--- config.mk ---
export PLATFORM = sky130hd
export DESIGN_NAME = pchg_sched
export DESIGN_NICKNAME = d
export VERILOG_FILES = /design/src/rtl/pchg_pkg.sv /design/src/rtl/pchg_gap_calc.sv /design/src/rtl/pchg_bank_fsm.sv /design/src/rtl/pchg_issue_arb.sv /design/src/rtl/pchg_sched.sv
export SDC_FILE = /design/constraint.sdc
export NUM_CORES = 1
export LEC_CHECK = 0
export BUFFER_PORTS_ARGS = -buffer_cell sky130_fd_sc_hd__buf_4
export CAP_MARGIN = 20
export CORE_MARGIN = 4
export CORE_UTILIZATION = 30
export CTS_BUF_LIST = sky130_fd_sc_hd__clkbuf_8
export DETAILED_ROUTE_END_ITERATION = 10
export REMOVE_ABC_BUFFERS = 1
export SYNTH_ARGS = -nofsm -noshare
export SYNTH_HDL_FRONTEND = slang
export SYNTH_SLANG_ARGS = --single-unit
--- constraint.sdc ---
create_clock -name clk -period 3.5 [get_ports clk]
set_input_delay 0.525 -clock clk [delete_from_list [all_inputs] [get_ports clk]]
set_output_delay 0.525 -clock clk [all_outputs]
set_load 0.02 [all_outputs]
--- src/rtl/pchg_pkg.sv ---
package pchg_pkg;

    typedef enum logic [1:0] {
        BK_IDLE,
        BK_WAIT,
        BK_OPEN,
        BK_PRECHG
    } bank_state_e;

    // {ras_n, cas_n, we_n}
    localparam logic [2:0] PIN_NOP = 3'b111;
    localparam logic [2:0] PIN_PRE = 3'b010;

endpackage

--- src/rtl/pchg_gap_calc.sv ---
module pchg_gap_calc #(
    parameter int CW   = 5,
    parameter int CASW = 3,
    parameter int BLW  = 4,
    parameter int TWR  = 2
) (
    input  logic            is_write,
    input  logic [CASW-1:0] cas,
    input  logic [BLW-1:0]  blen,
    output logic [CW-1:0]   gap
);
    logic [CW-1:0] last_out;
    logic [CW-1:0] lead;
    logic [CW-1:0] rd_gap;
    logic [CW-1:0] wr_gap;

    always_comb begin
        // last read beat leaves CL+BL-1 cycles after the command
        last_out = CW'(cas) + CW'(blen) - CW'(1);
        // precharge may lead the last beat by CL-1 cycles
        lead     = CW'(cas) - CW'(1);
        rd_gap   = last_out - lead;
        // write: last beat at BL-1, then the write-recovery gap
        wr_gap   = CW'(blen) - CW'(1) + CW'(TWR);
        gap      = is_write ? wr_gap : rd_gap;
    end
endmodule

--- src/rtl/pchg_bank_fsm.sv ---
module pchg_bank_fsm
    import pchg_pkg::*;
#(
    parameter int CW  = 5,
    parameter int TRP = 3
) (
    input  logic          clk,
    input  logic          rst_n,
    input  logic          start,
    input  logic          start_ap,
    input  logic [CW-1:0] gap,
    input  logic          close_req,
    input  logic          grant,
    output logic          want,
    output logic          settled,
    output logic          holds_row,
    output logic          busy
);
    bank_state_e   state_q, state_d;
    logic [CW-1:0] cnt_q, cnt_d;
    logic          cls_q, cls_d;

    always_ff @(posedge clk) begin
        if (!rst_n) begin
            state_q <= BK_IDLE;
            cnt_q   <= '0;
            cls_q   <= 1'b0;
        end else begin
            state_q <= state_d;
            cnt_q   <= cnt_d;
            cls_q   <= cls_d;
        end
    end

    always_comb begin
        state_d = state_q;
        cnt_d   = cnt_q;
        cls_d   = cls_q;
        unique case (state_q)
            BK_IDLE: begin
                if (start) begin
                    state_d = BK_WAIT;
                    cnt_d   = gap - CW'(1);
                    cls_d   = start_ap;
                end
            end
            BK_WAIT: begin
                if (start) begin
                    cnt_d = gap - CW'(1);
                    cls_d = start_ap;
                end else begin
                    if (close_req) cls_d = 1'b1;
                    if (cnt_q == '0) begin
                        if (grant) begin
                            state_d = BK_PRECHG;
                            cnt_d   = CW'(TRP - 1);
                            cls_d   = 1'b0;
                        end else begin
                            state_d = BK_OPEN;
                        end
                    end else begin
                        cnt_d = cnt_q - CW'(1);
                    end
                end
            end
            BK_OPEN: begin
                if (start) begin
                    state_d = BK_WAIT;
                    cnt_d   = gap - CW'(1);
                    cls_d   = start_ap;
                end else if (grant) begin
                    state_d = BK_PRECHG;
                    cnt_d   = CW'(TRP - 1);
                    cls_d   = 1'b0;
                end else if (close_req) begin
                    cls_d = 1'b1;
                end
            end
            BK_PRECHG: begin
                cls_d = 1'b0;
                if (cnt_q == '0) state_d = BK_IDLE;
                else             cnt_d   = cnt_q - CW'(1);
            end
            default: state_d = BK_IDLE;
        endcase
    end

    always_comb begin
        holds_row = (state_q == BK_WAIT) || (state_q == BK_OPEN);
        settled   = !((state_q == BK_WAIT) && (cnt_q != '0));
        want      = cls_q && ((state_q == BK_OPEN) ||
                              ((state_q == BK_WAIT) && (cnt_q == '0)));
        busy      = (state_q != BK_IDLE);
    end

    AST_NO_EARLY_GRANT: assert property (@(posedge clk) disable iff (!rst_n)
        grant |-> ((state_q == BK_OPEN) || ((state_q == BK_WAIT) && (cnt_q == '0))));
    AST_PRECHG_HOLDS: assert property (@(posedge clk) disable iff (!rst_n)
        ((state_q == BK_PRECHG) && (cnt_q != '0)) |=> (state_q == BK_PRECHG));
endmodule

--- src/rtl/pchg_issue_arb.sv ---
module pchg_issue_arb #(
    parameter int NB  = 4,
    parameter int BAW = 2
) (
    input  logic           clk,
    input  logic           rst_n,
    input  logic [NB-1:0]  want,
    input  logic [NB-1:0]  settled,
    input  logic [NB-1:0]  holds_row,
    input  logic           all_pend,
    output logic           issue,
    output logic           sel_all,
    output logic [BAW-1:0] sel_ba,
    output logic [NB-1:0]  grant,
    output logic           all_done
);
    always_comb begin
        issue    = 1'b0;
        sel_all  = 1'b0;
        sel_ba   = '0;
        grant    = '0;
        all_done = 1'b0;
        if (all_pend && (&settled)) begin
            issue    = 1'b1;
            sel_all  = 1'b1;
            grant    = holds_row;
            all_done = 1'b1;
        end else if (|want) begin
            issue = 1'b1;
            for (int b = NB - 1; b >= 0; b--) begin
                if (want[b]) begin
                    sel_ba = BAW'(b);
                    grant  = NB'(1) << b;
                end
            end
        end
    end

    AST_SINGLE_GRANT: assert property (@(posedge clk) disable iff (!rst_n)
        (issue && !sel_all) |-> $onehot(grant));
    AST_ALL_BANK_BA: assert property (@(posedge clk) disable iff (!rst_n)
        sel_all |-> (issue && (sel_ba == '0)));
endmodule

--- src/rtl/pchg_sched.sv ---
module pchg_sched
    import pchg_pkg::*;
#(
    parameter int BAW       = 2,
    parameter int CASW      = 3,
    parameter int MAX_BURST = 8,
    parameter int TWR       = 2,
    parameter int TRP       = 3,
    localparam int NBANK    = 1 << BAW,
    localparam int BLW      = $clog2(MAX_BURST + 1),
    localparam int CW       = $clog2(MAX_BURST + TWR + TRP + 2)
) (
    input  logic             clk,
    input  logic             rst_n,
    input  logic             cmd_valid,
    input  logic             cmd_write,
    input  logic [BAW-1:0]   cmd_bank,
    input  logic             cmd_auto_pre,
    input  logic             pre_req,
    input  logic             pre_all,
    input  logic [BAW-1:0]   pre_bank,
    input  logic [CASW-1:0]  cfg_cas,
    input  logic [BLW-1:0]   cfg_burst_len,
    output logic             pc_ras_n,
    output logic             pc_cas_n,
    output logic             pc_we_n,
    output logic             pc_a10,
    output logic [BAW-1:0]   pc_ba,
    output logic [NBANK-1:0] bank_busy,
    output logic             cfg_err
);
    logic             cas_ok;
    logic             accept;
    logic             all_pend_q;
    logic             cfg_err_q;
    logic [CW-1:0]    gap;
    logic [NBANK-1:0] start_v, close_v, want_v, settled_v, row_v, busy_v, grant_v;
    logic             issue, sel_all, all_done;
    logic [BAW-1:0]   sel_ba;

    always_comb begin
        cas_ok = (cfg_cas == CASW'(2)) || (cfg_cas == CASW'(3));
        accept = cmd_valid && cas_ok;
    end

    always_ff @(posedge clk) begin
        if (!rst_n) begin
            all_pend_q <= 1'b0;
            cfg_err_q  <= 1'b0;
        end else begin
            all_pend_q <= (all_pend_q && !all_done) || (pre_req && pre_all);
            cfg_err_q  <= !cas_ok;
        end
    end

    pchg_gap_calc #(.CW(CW), .CASW(CASW), .BLW(BLW), .TWR(TWR)) i_gap (
        .is_write (cmd_write),
        .cas      (cfg_cas),
        .blen     (cfg_burst_len),
        .gap      (gap)
    );

    for (genvar b = 0; b < NBANK; b++) begin : g_bank
        assign start_v[b] = accept && (cmd_bank == BAW'(b));
        assign close_v[b] = pre_req && !pre_all && (pre_bank == BAW'(b));

        pchg_bank_fsm #(.CW(CW), .TRP(TRP)) i_bank (
            .clk       (clk),
            .rst_n     (rst_n),
            .start     (start_v[b]),
            .start_ap  (cmd_auto_pre),
            .gap       (gap),
            .close_req (close_v[b]),
            .grant     (grant_v[b]),
            .want      (want_v[b]),
            .settled   (settled_v[b]),
            .holds_row (row_v[b]),
            .busy      (busy_v[b])
        );
    end

    pchg_issue_arb #(.NB(NBANK), .BAW(BAW)) i_arb (
        .clk       (clk),
        .rst_n     (rst_n),
        .want      (want_v),
        .settled   (settled_v),
        .holds_row (row_v),
        .all_pend  (all_pend_q),
        .issue     (issue),
        .sel_all   (sel_all),
        .sel_ba    (sel_ba),
        .grant     (grant_v),
        .all_done  (all_done)
    );

    always_comb begin
        {pc_ras_n, pc_cas_n, pc_we_n} = issue ? PIN_PRE : PIN_NOP;
        pc_a10    = issue && sel_all;
        pc_ba     = issue ? sel_ba : '0;
        bank_busy = busy_v;
        cfg_err   = cfg_err_q;
    end

    AST_BUSY_AFTER_PRE: assert property (@(posedge clk) disable iff (!rst_n)
        (!pc_ras_n && !pc_a10) |=> bank_busy[$past(pc_ba)]);
    AST_ERR_IGNORES_CMD: assert property (@(posedge clk) disable iff (!rst_n)
        (cmd_valid && !cas_ok && !bank_busy[cmd_bank]) |=> !bank_busy[$past(cmd_bank)]);
    AST_QUIET_WHEN_IDLE: assert property (@(posedge clk) disable iff (!rst_n)
        (!(|bank_busy) && !all_pend_q) |-> pc_ras_n);
endmodule

## Word-level counts from Yosys, hierarchy flattened

Cells that the tools add are included.

| word-level totals | value |
|---|---|
| register bits after elaboration | 30 |
| latch bits | 0 |
| bits in writable memories | 0 |
| ROM bits | 0 |
| output and inout port bits | 11 |
| logic and storage cells | 246 |
| memories | 0 |

| operators by class | value |
|---|---|
| add/subtract/negate cells | 11 |
| $mul | 0 |
| div/mod/pow operators | 0 |
| order comparisons | 0 |
| eq/ne operators | 44 |
| shifts and indexed selects | 0 |
| muxes and demuxes | 106 |
| bitwise operators | 0 |
| reduce and logical (&&, ||, !) cells | 71 |

Operators by type and width:

| cell | number |
|---|---|
| 4-bit two-way mux | 31 |
| 4-bit case mux with 4 select lines | 4 |
| 2-bit two-way mux | 31 |
| 2-bit case mux with 4 select lines | 4 |
| 1-bit two-way mux | 31 |
| 4-bit by 1-bit subtractor with 4-bit output (second input constant) | 7 |
| 1-bit logical AND | 26 |
| 2-bit equality test (second input constant) | 12 |
| 2-bit by 1-bit != test with 1-bit output (second input constant) | 12 |
| 5-bit AND reduction | 4 |
| 4-bit logical NOT | 4 |
| 2-bit != test (second input constant) | 8 |
| 1-bit case mux with 4 select lines | 4 |
| 4-bit nonzero test | 4 |
| 2-bit by 1-bit equality test with 1-bit output (second input constant) | 6 |
| 2-bit logical NOT | 6 |
| 3-bit by 2-bit != test with 1-bit output (second input constant) | 4 |
| 1-bit logical OR | 10 |
| 2-bit AND reduction | 4 |
| 2-bit nonzero test | 4 |
| 1-bit logical NOT | 7 |
| 3-bit by 2-bit equality test with 1-bit output (second input constant) | 2 |
| 3-bit by 4-bit adder with 4-bit output | 1 |
| 4-bit by 2-bit adder with 4-bit output (second input constant) | 1 |
| other kinds (5) | 5 |

## Depth between registers and ports, before layout

Gate-level depths: netlist of run 1.

| logic depth | value |
|---|---|
| word-level depth | 14 |
| depth in mapped cells | 12 |
| mapped depth without buffers | 12 |

## Modules after synthesis

From an unflattened synthesis of run 1, not the netlist that was laid out.

| unflattened totals | value |
|---|---|
| cell total of the unflattened synthesis | 423 |
| area, all modules | 3,472.1 um^2 |

By module, submodules not included:

| module | times used | cells each | area an instance (um^2) | seq. area each (um^2) |
|---|---|---|---|---|
| pchg_bank_fsm (g_bank[0].i_bank ...) | 3 | 88 | 714.4 | 140.1 |
| pchg_bank_fsm (g_bank[3].i_bank) | 1 | 90 | 728.2 | 140.1 |
| pchg_gap_calc | 1 | 29 | 247.7 | 0.0 |
| pchg_sched | 1 | 22 | 210.2 | 40.0 |
| pchg_issue_arb | 1 | 18 | 142.6 | 0.0 |

## Worst setup path before layout of run 1

No wires, ideal clock.

| path | value |
|---|---|
| path kind | input-to-reg |
| from | in cfg_burst_len[0] |
| to | reg g_bank[3].i_bank.cnt_q[3] |
| library setup time | 0.081 ns |
| arrival | 2.750 ns |
| data required time | 3.419 ns |
| setup slack | 0.669 ns |
| stages on the path | 12 |
| path buffers | 0 |
| path through | inv_1 -> ha_1 -> inv_1 -> ha_1 -> ha_1 -> or2_2 -> a221oi_1 -> nor2_1 -> xor2_1 -> xnor2_1 -> o221ai_1 -> a41oi_1 |

| between the ends | value |
|---|---|
| word-level cells in the longest chain between the ends | 7 |
| elaborated cells on any way between the ends | 11 |
| classes of those cells | add/sub (6); mux (5) |

Ends and longest elaborated chain:

| what | RTL line | RTL |
|---|---|---|
| start: declaration | pchg_sched.sv:23 | `input logic [BLW-1:0] cfg_burst_len,` |
| 3-bit by 4-bit adder with 4-bit output | pchg_gap_calc.sv:19 | `last_out = CW'(cas) + CW'(blen) - CW'(1);` |
| 4-bit by 1-bit subtractor with 4-bit output | pchg_gap_calc.sv:19 |  |
| 4-bit subtractor | pchg_gap_calc.sv:22 | `rd_gap = last_out - lead;` |
| 4-bit two-way mux (*) | pchg_gap_calc.sv:25 | `gap = is_write ? wr_gap : rd_gap;` |
| 4-bit by 1-bit subtractor with 4-bit output (*) | pchg_bank_fsm.sv:43, pchg_bank_fsm.sv:49, pchg_bank_fsm.sv:69 |  |
| 4-bit two-way mux (on tied branches) | pchg_bank_fsm.sv:67, pchg_bank_fsm.sv:41, pchg_bank_fsm.sv:48 |  |
| 4-bit case mux with 4 select lines (*) | pchg_bank_fsm.sv:39 | `unique case (state_q)` |
| end signal: assignment | pchg_bank_fsm.sv:30 | `cnt_q <= cnt_d;` |
| end: declaration | pchg_bank_fsm.sv:20 | `logic [CW-1:0] cnt_q, cnt_d;` |

Every way passes the cells marked *; elsewhere a longest branch is shown, timed or not. The select of a mux whose other input is x is not followed.
A chain may end at the register's enable or synchronous reset.

## Worst setup path in the final report of run 1

| path | value |
|---|---|
| from | reg g_bank[1].i_bank.cnt_q[0] |
| to | out pc_ba[1] |

| between the ends | value |
|---|---|
| word-level cells in the longest chain between the ends | 9 |
| elaborated cells on any way between the ends | 17 |
| classes of those cells | mux (7); reduce/logical (10) |

Ends and longest elaborated chain:

| what | RTL line | RTL |
|---|---|---|
| start: declaration | pchg_bank_fsm.sv:20 |  |
| start signal: assignment | pchg_bank_fsm.sv:30 |  |
| 4-bit logical NOT | pchg_bank_fsm.sv:92 | `((state_q == BK_WAIT) && (cnt_q == '0)));` |
| 1-bit logical AND | pchg_bank_fsm.sv:92 |  |
| 1-bit logical OR | pchg_bank_fsm.sv:91 | `want = cls_q && ((state_q == BK_OPEN) \|\|` |
| 1-bit logical AND | pchg_bank_fsm.sv:91 |  |
| 2-bit two-way mux (2 in series) | pchg_issue_arb.sv:31 | `if (want[b]) begin` |
| 2-bit two-way mux | pchg_issue_arb.sv:28 | `end else if (\|want) begin` |
| 2-bit two-way mux | pchg_issue_arb.sv:23 | `if (all_pend && (&settled)) begin` |
| 2-bit two-way mux (*) | pchg_sched.sv:99 | `pc_ba = issue ? sel_ba : '0;` |
| end: declaration | pchg_sched.sv:28 | `output logic [BAW-1:0] pc_ba,` |

Every way passes the cells marked *; elsewhere a longest branch is shown, timed or not.

==> impl_metrics.ini, run 1 <==
[clocking]
clkTransAtPathRegs_ns = 0.07
cts_hold_buffers = 0
numCtsBuffers = 5
clock-sinks = 30
postCtsResizedCells = 0
cts_setup_buffers = 0
root_buffer = clkbuf_8
cts.path.max_buffers = 2
clk_latency_ns = 0.29
ctsHtreeMaxLevel = 2
cts_tree = yes

[critical_path]
reg2reg_slack_ns = 0.36
crit_type = register to primary output
endpoint_kind = primary output
cp.arrival_ns = 2.72
start_kind = register
critical_path_required_ns = 2.97
crit_fanout = 8

[power]
p_sw_mw = 1.44
p_leak_nw = 1.58
clock_power_share_pct = 15.9
power.internal_mw = 1.49
combPwrFrac_pct = 63.5
p_sw_share_pct = 49.1
irDropWorstVdd_uv = 249
p_seq_share_pct = 20.6
p_per_area_nw_per_um2 = 770

[synth]
yosysMostFrequentCell = a21oi_1
ys.flop_type = dfxtp_1
synth_top_area_share_pct = 17.8
synth_commonest_cells = a21oi_1, o21ai_0, inv_1, nand2_1
synth-xor-area-share_pct = 3.37
ys_seq_area_share_pct = 17.8
yosys.area.top_type = dfxtp_1
yosysWarnings = 0
synthesis.area_um2 = 3380
synthCells = 473
synth_edf_count = 0
synth-adder-area-share_pct = 11.5
synth.distinct_cells = 66
async_flop_share_pct = 0
ys_ff_latch = 30
synthMuxAreaShare_pct = 2.67
synth_compound_area_share_pct = 33.2
syn_avg_cell_area_um2 = 7.14
synth_top_family_by_area = compound AO/OA/AOI/OAI gates
synth_area_leaders = dfxtp_1, ha_1, a21oi_1
synthSimpleGateAreaFrac_pct = 22.7

[detailed_routing]
dr.pass1.iters = 5
drc = 0
drtIter0Drc = 212
ant_nets = 0
wl_per_cell_um = 16.2
wirelength_um = 10100
drt-vias-per-instance = 5.82
vias = 3621

[sta]
hold_ws_ns = 0.426
tightest_slew_ns = 0.865
setup_tns_ns = 0
maxSlewViolCount = 0
fin_crit_ns = 3.25
hold_viol_final = 0
fin_worst_skew_ns = 0.0117
rsz0062_at_grt = no
period_share_pct = 92.8
fmax_mhz = 308
relSlewSlack_pct = 42.3
setup_viol = 0

[finish]
syn_to_final_growth_pct = 12.4
register_area_um2 = 601
drive_gt1_share_pct = 12.7
fin_nets = 530
final_area_um2 = 3800
fillerInstances = 1193
n_antenna_cell = 0
multi_input_area_um2 = 2480

[floorplan]
core_area_um2 = 10900
start_util_pct = 30.9
ioPinCount = 29
die_y_um = 114
fp.dieW_um = 114
dieArea_um2 = 13000
num_rows = 38

[placement]
dp_hpwl_um = 7490
io_buffers = 27
place.gp.congestion = 0.857
dpl_cell_area_um2 = 3660

[min_path]
hold_class = primary input to register

[status]
status = complete, no violations

[global_route]
grt_pass1_wl_um = 16600
grt_pass1_vias = 3447
grt_max_degree = 23
grt_usage_pct = 15.4
antenna_found_initial = 0
grt_overflow = 0

[flow_run]
maxCapViolations = 0
## cell usage in the layout, fill, tap and decap left out, types with 5 or more instances in the layout
cell type and instances:
a211oi_1 6, a311oi_1 5, o211ai_1 11, a21oi_1 54
a221oi_1 5, nand2_1 35, nand3_1 23, a21o_1 7
buf_4 35, dfxtp_1 30, ha_1 31, inv_1 36
nor2_1 31, o21ai_0 37, o22ai_1 6, nor3b_1 7
clkbuf_8 6, xor2_1 9, a31oi_1 7, nor3_1 13
## power groups by stage
| stage | logic [mW] | registers, mW | clock network [mW] |
|---|---|---|---|
| finish | 1.86 | 0.604 | 0.465 |
| CTS | 1.84 | 0.601 | 0.475 |
| floorplan | 1.35 | 0.570 | 0 |
| global placement | 1.80 | 0.604 | 0 |
| global route | 2.07 | 0.626 | 0.487 |
| detailed placement | 1.82 | 0.609 | 0 |
## metal layers
| layer | GRT usage, % | vias to the layer above | part of all wire, % |
|---|---|---|---|
| met4 | 4.83 | 0 | 2.3 |
| met1 | 20.8 | 1728 | 46 |
| met2 | 25.3 | 128 | 46 |
| li1 | - | 1744 | - |
| met5 | 0 | - | 0 |
| met3 | 2.54 | 21 | 5.3 |
## logic make-up (layout without fill, tap and decap cells)
family / Yosys count / in the layout
adders and majority gates: 31 / 31
xor gates and xnor gates: 13 / 13
other: 1 / 1
muxes: 8 / 8
DFF: 30 / 30
AOI/OAI and AO/OA: 173 / 173
buffers and inverters: 70 / 79
and+or+nand+nor: 147 / 147
## layout make-up
class                      count  share of cell area, %
clock inverter                 2                   1.58
timing repair buffer          35                   6.91
sequential                    30                   15.8
multi-input combinational    373                   65.4
tap                          140                   4.61
inverter                      36                   3.56
clock buffer                   6                   2.17
## metrics by stage
stage                     setup slack, ns  util (%)  power, mW  std cells
after floorplan                     0.672         -       1.92        439
after global placement              0.343      33.4       2.41        614
after detailed placement            0.255      33.4       2.43        614
after CTS                           0.293      34.7       2.91        622
after global routing                0.132      34.7       3.18        622
final                               0.252      34.7       2.93        622
## flip-flops by register name, indices dropped and copies added (netlist names)
register / cells
g_bank.i_bank.cnt_q: 16
g_bank.i_bank.state_q: 8
g_bank.i_bank.cls_q: 4
all_pend_q: 1
cfg_err: 1
## critical path: stages, from the launching register on
cell      delay, ns
dfxtp_1        0.33
inv_1          0.12
ha_1           0.21
or3b_1         0.47
a222oi_1       0.53
nand3_2        0.31
nand3_1        0.20
a21oi_1        0.07
buf_4          0.20
## path summary, 6_finish.rpt
kind                                           from                                  endpoint  cells after the start
min                                      cfg_cas[1]                        cfg_err$_SDFF_PN0_                      2
min reg2reg                   all_pend_q$_SDFF_PN0_                     all_pend_q$_SDFF_PN0_                      2
max          g_bank[1].i_bank.cnt_q[0]$_SDFFE_PN0P_                                  pc_ba[1]                      8
max reg2reg  g_bank[1].i_bank.cnt_q[0]$_SDFFE_PN0P_  g_bank[2].i_bank.state_q[0]$_SDFFE_PN0P_                      9
(Power assumes the default switching activity.)
==> inputs of run 2 (changes only) <==
--- a/config.mk
+++ b/config.mk
@@ -5,7 +5,8 @@
 export SDC_FILE = /design/constraint.sdc
 export NUM_CORES = 1
 export LEC_CHECK = 0
-export BUFFER_PORTS_ARGS = -buffer_cell sky130_fd_sc_hd__buf_4
+export ABC_AREA = 1
+export BUFFER_PORTS_ARGS = -buffer_cell sky130_fd_sc_hd__clkbuf_2
 export CAP_MARGIN = 20
 export CORE_MARGIN = 4
 export CORE_UTILIZATION = 30
==> impl_metrics.ini, run 2 <==
[status]
status = complete, no violations

[clocking]
clk_latency_ns = 0.30
root_buffer = clkbuf_8
clock-sinks = 30
postCtsResizedCells = 0
cts_tree = yes
cts.path.max_buffers = 2
cts_setup_buffers = 0
numCtsBuffers = 5
cts_hold_buffers = 0
ctsHtreeMaxLevel = 2
clkTransAtPathRegs_ns = 0.08

[floorplan]
core_area_um2 = 11100
ioPinCount = 29
dieArea_um2 = 13300
num_rows = 38
fp.dieW_um = 115
die_y_um = 115
start_util_pct = 31.3

[power]
p_per_area_nw_per_um2 = 639
p_leak_nw = 1.86
power.total_mw = 2.45
irDropWorstVdd_uv = 243

[placement]
io_buffers = 27
place.gp.congestion = 0.913
dp_hpwl_um = 7770

[finish]
drive_gt1_share_pct = 12.2
top_regs = g_bank.i_bank.cnt_q x16, g_bank.i_bank.state_q x8, g_bank.i_bank.cls_q x4
final_common_cell = nand2_1
fin_nets = 648
largest_register_ffs = 16
most-common-layout-cells = nand2_1, inv_1, a21oi_1, o21ai_0, nand3_1
syn_to_final_growth_pct = 10.5
fillerInstances = 1235
n_antenna_cell = 0
top_register = g_bank.i_bank.cnt_q

[critical_path]
cp.arrival_ns = 2.21
rr_worst_depth = 15
crit_type = register to primary output
crit_family = buffers and inverters
path_cells = inv_1, ha_1, inv_1, nand2_1, nand2_1, a21oi_2, inv_1, nand2_1, inv_1, nor3_1, clkbuf_2
crit_slowest_cell = dfxtp_1
reg2reg_slack_ns = 1.17
critPathMaxStageDelay_ns = 0.36
critical_path_required_ns = 2.97
start_kind = register
crit_cells = 11
endpoint_kind = primary output
cpMostUsedCell = inv_1
crit_fanout = 6
critical_path_buf_inv_count = 5

[detailed_routing]
drt-vias-per-instance = 4.92
drtIter0Drc = 217
ant_nets = 0
wl_met2_um = 4670
dr.pass1.iters = 5
vias = 3642
wl_met1_um = 4750
wl_met3_um = 451
wirelength_um = 9970
wl_per_cell_um = 13.5
top_layer = met4
drc = 0

[sta]
relSlewSlack_pct = 37.5
tightest_slew_ns = 0.932
rsz0062_at_grt = no
setup_viol = 0
hold_viol_final = 0
period_share_pct = 78.0
maxSlewViolCount = 0
fmax_mhz = 366
fin_crit_ns = 2.73
fin_worst_skew_ns = 0.0149
setup_tns_ns = 0

[min_path]
hold_class = primary input to register
min_delay_path_depth = 2

[global_route]
grt_usage_pct = 15.2
grt_overflow = 0
grt_pass1_wl_um = 16300
grt_pass1_vias = 3385
grt_max_degree = 27
antenna_found_initial = 0

[synth]
synth_area_leaders = dfxtp_1, nand2_1, ha_1
async_flop_share_pct = 0
yosysMostFrequentCell = nand2_1
ys.flop_type = dfxtp_1
yosys.area.top_type = dfxtp_1
synth.distinct_cells = 43
ys_ff_latch = 30
synth_commonest_cells = nand2_1, inv_1, a21oi_1, o21ai_0, nand3_1
synthCells = 574
ys_seq_area_share_pct = 17.3
synthesis.area_um2 = 3470
synth_top_area_share_pct = 17.3
syn_avg_cell_area_um2 = 6.04
synth_edf_count = 0
yosysWarnings = 0

[flow_run]
maxCapViolations = 0
-- run 2: worst paths after layout --
check                                           startpoint                                        to
setup / recovery  g_bank[2].i_bank.state_q[0]$_SDFFE_PN0P_                                  pc_ba[1]
hold / removal                                  cfg_cas[1]                        cfg_err$_SDFF_PN0_
setup reg to reg  g_bank[2].i_bank.state_q[0]$_SDFFE_PN0P_  g_bank[2].i_bank.state_q[0]$_SDFFE_PN0P_
hold reg to reg     g_bank[0].i_bank.cnt_q[1]$_SDFFE_PN0P_    g_bank[0].i_bank.cnt_q[1]$_SDFFE_PN0P_
-- run 2: logic make-up (layout without fill, tap and decap cells) --
logic type,after synthesis,after routing,synth area share (%)
other cells,1,1,0.108
buf+inv,120,146,13.6
compound gates,131,131,20.7
xor+xnor,11,11,3.00
mux,1,1,0.289
fa+ha+maj,31,31,11.2
flops,30,30,17.3
simple gates,249,249,33.8
-- run 2: cell type report --
| type | count | area, um^2 | area share (%) |
|---|---|---|---|
| Multi-Input combinational cell | 424 | 2390 | 62.5 |
| Sequential cell | 30 | 601 | 15.7 |
| Inverter | 111 | 417 | 10.9 |
| Tap cell | 140 | 175 | 4.58 |
| Timing Repair Buffer | 27 | 135 | 3.53 |
| Clock buffer | 5 | 68.8 | 1.80 |
| Clock inverter | 3 | 40.0 | 1.05 |
-- run 2: per-layer routing --
metal,global-route usage [%],up-vias
met5,0,-
met4,3.21,0
met3,2.82,10
met2,25.8,93
met1,20.3,1657
li1,-,1882
-- run 2: where the power goes --
part           switching, mW  internal (mW)
Clock                  0.165          0.210
Sequential             0.100          0.436
Combinational           1.01          0.528
-- run 2: through the flow --
step | cell area (um^2) | instances | hold WS (ns) | setup WS, ns | util (%)
final | 3830 | 740 | 0.454 | 0.770 | 34.6
after global routing | 3830 | 740 | 0.473 | 0.497 | 34.6
after CTS | 3830 | 740 | 0.444 | 0.755 | 34.6
after detailed placement | 3720 | 732 | 0.458 | 0.555 | 33.6
after global placement | 3720 | 732 | 0.454 | 0.675 | 33.6
after floorplan | 3410 | 565 | 0.444 | 0.985 | -
-- run 2: worst reg2reg max path: cells and delay by family, from the launching register on --
kind,cells,cell delay [ns]
AO/OA/AOI/OAI,3,0.45
adder cells (fa/ha/maj),1,0.25
buffers and inverters,3,0.31
flip-flops,1,0.36
AND/OR/NAND/NOR,8,0.81
==> inputs of run 3 (changes only) <==
==> constraint.sdc (replaced) <==
create_clock -name clk -period 2.7 [get_ports clk]
set_input_delay 0.405 -clock clk [delete_from_list [all_inputs] [get_ports clk]]
set_output_delay 0.405 -clock clk [all_outputs]
set_load 0.02 [all_outputs]
==> impl_metrics.ini, run 3 (synthesized netlist as in run 2, its figures left out) <==
[finish]
drive_gt1_share_pct = 13.5
finalNonFillerCells = 747
final_area_um2 = 3900
syn_to_final_growth_pct = 12.5
fin_nets = 655
largest_register_ffs = 16
n_antenna_cell = 0
top_register = g_bank.i_bank.cnt_q
final_common_cell = nand2_1
top_regs = g_bank.i_bank.cnt_q x16, g_bank.i_bank.state_q x8, g_bank.i_bank.cls_q x4
most-common-layout-cells = nand2_1, inv_1, a21oi_1, o21ai_0, nand3_1

[sta]
setup_tns_ns = 0
rsz0062_at_grt = no
fin_crit_ns = 2.52
maxSlewViolCount = 0
hold_viol_final = 0
fmax_mhz = 396
fin_worst_skew_ns = 0.0108
period_share_pct = 93.5
hold_ws_ns = 0.344
setup_viol = 0

[critical_path]
critical_path_required_ns = 2.30
crit_slowest_cell = dfxtp_1
rr_worst_depth = 15
crit_fanout = 6
r2r_end = g_bank[1].i_bank.state_q[1]$_SDFFE_PN0P_
endpoint = pc_ba[1]
crit_type = register to primary output
endpoint_kind = primary output
critPathMaxStageDelay_ns = 0.36
cpMostUsedCell = inv_1
start_kind = register
worstReg2RegStart = g_bank[0].i_bank.state_q[0]$_SDFFE_PN0P_
crit_start = g_bank[2].i_bank.state_q[0]$_SDFFE_PN0P_
path_cells = inv_1, ha_2, inv_1, nand2_2, nand2_1, a21oi_4, inv_1, nand2_1, inv_1, nor3_1, buf_4
cp.arrival_ns = 2.12
reg2reg_slack_ns = 0.50

[power]
clock_power_share_pct = 14.7
power.internal_mw = 1.54
p_per_area_nw_per_um2 = 822
p_leak_nw = 1.89
p_sw_mw = 1.67
p_seq_share_pct = 21.7
irDropWorstVdd_uv = 410
p_sw_share_pct = 51.9
combPwrFrac_pct = 63.6

[detailed_routing]
drc = 0
wl_met3_um = 520
dr.pass1.iters = 5
wirelength_um = 10100
wl_met2_um = 4780
wl_per_cell_um = 13.5
wl_met1_um = 4710
drtIter0Drc = 220
drt-vias-per-instance = 4.89
ant_nets = 0
top_layer = met4
vias = 3653

[placement]
io_buffers = 27
dpl_cell_area_um2 = 3770
place.gp.congestion = 0.917
place_inst = 739
dp_hpwl_um = 8010

[min_path]
hold_class = primary input to register

[clocking]
clkTransAtPathRegs_ns = 0.08
clk_latency_ns = 0.29
root_buffer = clkbuf_8
cts.path.max_buffers = 2
numCtsBuffers = 5
clock-sinks = 30
ctsHtreeMaxLevel = 2
cts_setup_buffers = 0
cts_tree = yes

[global_route]
grt_usage_pct = 15.7
antenna_found_initial = 0
grt_overflow = 0
grt_pass1_vias = 3552
grt_max_degree = 24
grt_pass1_wl_um = 17000

[floorplan]
dieArea_um2 = 13300
die_y_um = 115
num_rows = 38
fp.dieW_um = 115
core_area_um2 = 11100
ioPinCount = 29
start_util_pct = 31.3

[status]
status = complete, no violations

[flow_run]
maxCapViolations = 0
-- run 3: power by group through the flow --
| stage | sequential, mW | clock [mW] | combinational [mW] |
|---|---|---|---|
| after floorplan | 0.668 | 0 | 1.54 |
| after global placement | 0.697 | 0 | 1.97 |
| after detailed placement | 0.702 | 0 | 2.00 |
| after CTS | 0.694 | 0.483 | 2.01 |
| after global routing | 0.715 | 0.493 | 2.31 |
| final | 0.697 | 0.471 | 2.04 |
-- run 3: worst min path at each step --
stage                                            from                                endpoint  slack (ns)  depth (start not counted)
2_1_floorplan  g_bank[2].i_bank.cnt_q[0]$_SDFFE_PN0P_  g_bank[2].i_bank.cnt_q[0]$_SDFFE_PN0P_        0.44                          2
3_3_place_gp   g_bank[2].i_bank.cnt_q[0]$_SDFFE_PN0P_  g_bank[2].i_bank.cnt_q[0]$_SDFFE_PN0P_        0.45                          2
3_5_place_dp   g_bank[2].i_bank.cnt_q[0]$_SDFFE_PN0P_  g_bank[2].i_bank.cnt_q[0]$_SDFFE_PN0P_        0.46                          2
4_1_cts                                    cfg_cas[1]                      cfg_err$_SDFF_PN0_        0.34                          2
5_1_grt                                    cfg_cas[1]                      cfg_err$_SDFF_PN0_        0.37                          2
6_report                                   cfg_cas[1]                      cfg_err$_SDFF_PN0_        0.34                          2
-- run 3: worst max-delay path, delay by kind of cell (launching register included) --
family                   cells  cell delay (ns)
flip-flops                   1             0.36
adder cells (fa/ha/maj)      1             0.23
buffers and inverters        5             0.54
AO/OA/AOI/OAI                1             0.19
AND/OR/NAND/NOR              4             0.51
-- run 3: stage by stage --
step	utilization [%]	total power [mW]	setup slack, ns
2_1_floorplan	-	2.20	0.305
3_3_place_gp	34.1	2.67	0.0928
3_5_place_dp	34.1	2.70	0.0160
4_1_cts	35.0	3.19	0.0876
5_1_grt	35.2	3.52	0.0233
6_report	35.2	3.21	0.175
-- run 3: area by class of cell --
class | instances | area, um^2
Timing Repair Buffer | 34 | 190
Tap cell | 140 | 175
Multi-Input combinational cell | 424 | 2410
Inverter | 111 | 417
Fill cell | 1227 | 7180
Sequential cell | 30 | 601
Clock inverter | 3 | 37.5
Clock buffer | 5 | 68.8
-- run 3: repair_timing --
action                                  4_1_cts  5_1_grt
resized for setup                             0        7
hold buffers                                  0        0
endpoints found under the setup margin        0        2
-- run 3: per-layer routing --
layer | vias to the layer above | track usage (%)
li1 | 1899 | -
met5 | - | 0
met3 | 8 | 2.66
met2 | 67 | 26.6
met1 | 1679 | 21.0
met4 | 0 | 3.44
